### config.mk
export PLATFORM = sky130hd
export DESIGN_NAME = barrel_shift_unit
export DESIGN_NICKNAME = d
export VERILOG_FILES = /design/src/rtl/barrel_shift_unit.sv
export SDC_FILE = /design/constraint.sdc
export NUM_CORES = 1
export LEC_CHECK = 0
export BUFFER_PORTS_ARGS = -buffer_cell sky130_fd_sc_hd__buf_4
export CORE_MARGIN = 2
export CORE_UTILIZATION = 45
export DETAILED_ROUTE_END_ITERATION = 16
export GPL_TIMING_DRIVEN = 0
export MAX_ROUTING_LAYER = met4
export SLEW_MARGIN = 20
export SYNTH_ARGS = -nofsm -noshare
export SYNTH_HDL_FRONTEND = slang
export SYNTH_SLANG_ARGS = --single-unit
export TNS_END_PERCENT = 50
### constraint.sdc
create_clock -name vclk -period 3.7
set_input_delay 0.185 -clock vclk [all_inputs]
set_output_delay 0.185 -clock vclk [all_outputs]
set_load 0.005 [all_outputs]
### src/rtl/barrel_shift_unit.sv
module barrel_shift_unit #(
  parameter int WIDTH = 16,
  localparam int AMT_W = $clog2(WIDTH)
) (
  input  logic [WIDTH-1:0] data_in,
  input  logic [AMT_W-1:0] amount,
  input  logic             dir_right,
  input  logic [1:0]       mode,
  output logic [WIDTH-1:0] data_out,
  output logic             ovf
);

  logic is_arith, is_rot, sign_fill;
  assign is_arith  = (mode == 2'b01);
  assign is_rot    = (mode == 2'b10);
  assign sign_fill = is_arith & data_in[WIDTH-1];

  logic [WIDTH-1:0] stg [AMT_W+1];
  assign stg[0] = data_in;

  for (genvar s = 0; s < AMT_W; s++) begin : g_stage
    localparam int SH = 1 << s;
    logic [SH-1:0]    fill_hi, fill_lo;
    logic [WIDTH-1:0] moved;
    assign fill_hi = is_rot ? stg[s][SH-1:0] : {SH{sign_fill}};
    assign fill_lo = is_rot ? stg[s][WIDTH-1:WIDTH-SH] : '0;
    assign moved   = dir_right ? {fill_hi, stg[s][WIDTH-1:SH]}
                               : {stg[s][WIDTH-SH-1:0], fill_lo};
    assign stg[s+1] = amount[s] ? moved : stg[s];
  end

  assign data_out = stg[AMT_W];

  assign ovf = is_arith & ~dir_right &
               (($signed(data_out) >>> amount) != $signed(data_in));

endmodule

==> reports/results.ini <==
[placed_design]
io_buffer_count=31
dp_hpwl_um=14300
dpl_worst_slack_ns=-0.620
gp_congestion=1.10
place_inst=680

[grt]
use_met3=0.128
grt-busiest-layer=met2
antenna_found_initial=0
grt_pass1_vias=4799
overflow=0
grtUsageTotal=0.437
grt_pass1_wl_um=28800
grt_util_met2=0.627
grt_use_met1=0.575
grt_start_max_net_pins=13

[finish]
layout_commonest_cell=buf_4
fin_nets=615
seq_cells=0
nFillCells=795
layout_common_cells=buf_4, nor2_1, mux2i_1
drive_gt1_frac=0.293
multi_input_area_um2=3510
clock_buffers=0
syn2layout_area_growth_pct=21.8
final_cells=692
insertedDiodeCount=0
seq_area_um2=0

[floorplan]
num_rows=32
ios=40
floorplan.initialDensity=0.469
die_width_um=94.0
die_area_um2=8830
die_y_um=94.0
core-area_um2=7770

[logic_synthesis]
postSynthCellCount=547
synth_top_cell_by_area=mux2i_1
synth-seq-area-share=0
synth_area_leaders=mux2i_1, a21oi_1, nor2_1
ys_warn_count=0
postSynthAreaPerCell_um2=6.66
synth_top_area_frac=0.121
netlist-cell-type-count=77
syn_area_um2=3640
syn-num-nets=570

[setup_path]
cp_slowest_cell=or3b_1
worstSetupEndpointType=output pin
crit_type=input port to output pin
critPathBufInv=2
path_max_fanout=10
worstPathArrival_ns=3.52
required_ns=3.51
start_kind=input port
path_cells=buf_6, or3b_1, o22ai_1, o22ai_1, o21ai_0, a2bb2oi_2, a2111oi_1, a211oi_1, a31oi_1, o211ai_1, nor4_2, a31oi_1, buf_4
slowest_delay_ns=0.55
cp.depth=13
cpLargestDelayFamily=compound AO/OA/AOI/OAI gates

[pwr]
vdd_drop_max_mv=0.0984
switching_power_mw=0.503
clkPwrFrac=0
swShare=0.627
total_power_mw=0.803
power_density_nw_per_um2=181
seq_power_share=0
p_leak_nw=1.72
p_comb_frac=1.000
power.internal_mw=0.300

[timing]
timing.fmax_mhz=270
period_needed_ns=3.71
fin_ws_ns=-0.00997
setup_viol=1
fin_crit_sh=1.00
tightestPinTransition_ns=0.687
hold_violations=0
slew_violations=0
worst_slew_margin_rel=0.541

[route]
vias_per_cell=7.90
drt-pass1-iter-count=8
routed-via-count=5467
first_iter_violations=992
drcViolationCount=0
ant_nets=0
wirelength_um=19300
wl_per_cell_um=27.9

[clock_network]
hold_buffers=0

[worst_hold_path]
hold_class=input port to output pin
hold_depth=5

[run]
cap_violations=0

[run_status]
failed_checks=negative setup slack
status=complete, but fails checks

-- kinds of logic after synthesis --
group / share of synthesized area
compound gates: 0.435
xor+xnor: 0.0120
buf+inv: 0.114
mux: 0.177
simple gates: 0.262
-- per-stage QoR --
step / hold slack [ns] / setup TNS (ns) / utilization / area, µm²
2_1_floorplan: 0.494 / 0 / - / 3640
3_3_place_gp: 0.881 / -0.761 / 0.515 / 4000
3_5_place_dp: 0.874 / -0.620 / 0.515 / 4000
4_1_cts: 0.877 / 0 / 0.524 / 4070
5_1_grt: 0.924 / -0.0197 / 0.571 / 4430
6_report: 0.907 / -0.00997 / 0.571 / 4430
-- repair_timing --
| item | 4_1_cts | 5_1_grt |
|---|---|---|
| setup buffers | 3 | 11 |
| setup endpoints to repair | 1 | 1 |
| pin swaps | 3 | 16 |
| hold endpoints to repair | 0 | 0 |
| resized for setup | 16 | 84 |
-- Yosys cell counts (all sizes together) (4+ instances only) --
cell type  count
a211o          5
a211oi        21
a21o           6
a21oi         43
a221oi         4
a22oi          5
a2bb2oi        4
a31oi         14
a32oi          7
a41oi          4
and2           6
and3           6
buf           34
clkbuf        24
inv           22
mux2           8
mux2i         44
mux4           5
nand2         39
nand2b         7
nand3         19
nand4          9
nor2          46
nor2b          6
nor3          19
nor4           7
o2111ai        5
o211ai        11
o21a           6
o21ai         26
o221a          6
o221ai         8
o22ai         19
o31ai          6
xnor2          4
-- layer usage --
layer | part of all wire | routed length (µm) | vias to the layer above
met5 | 0 | 0 | -
met4 | 0.067 | 1300 | 0
met3 | 0.17 | 3290 | 145
met2 | 0.40 | 7670 | 602
met1 | 0.36 | 7020 | 2462
li1 | - | - | 2258
-- worst min-delay path, cell delays in order --
cell and delay [ns]:
buf_4 0.13, inv_1 0.04, nand3_1 0.16, a31oi_1 0.07, buf_4 0.14
-- power by group through the flow --
stage | Clock, mW | Sequential (mW) | Combinational (mW)
finish | 0 | 0 | 0.803
global route | 0 | 0 | 0.833
CTS | 0 | 0 | 0.693
detailed placement | 0 | 0 | 0.675
global placement | 0 | 0 | 0.680
floorplan | 0 | 0 | 0.452
-- area by class of cell --
cell class	instances	share of cell area
multi-input cells	466	0.791
plain buffers	56	0.0844
repair buffers	45	0.0762
well taps	102	0.0288
inverters	23	0.0198
-- worst paths after layout --
path | startpoint | end | slack [ns]
hold / removal | mode[1] | ovf | 0.91
setup / recovery | dir_right | ovf | -0.01
Power figures use the tool's default switching activity.
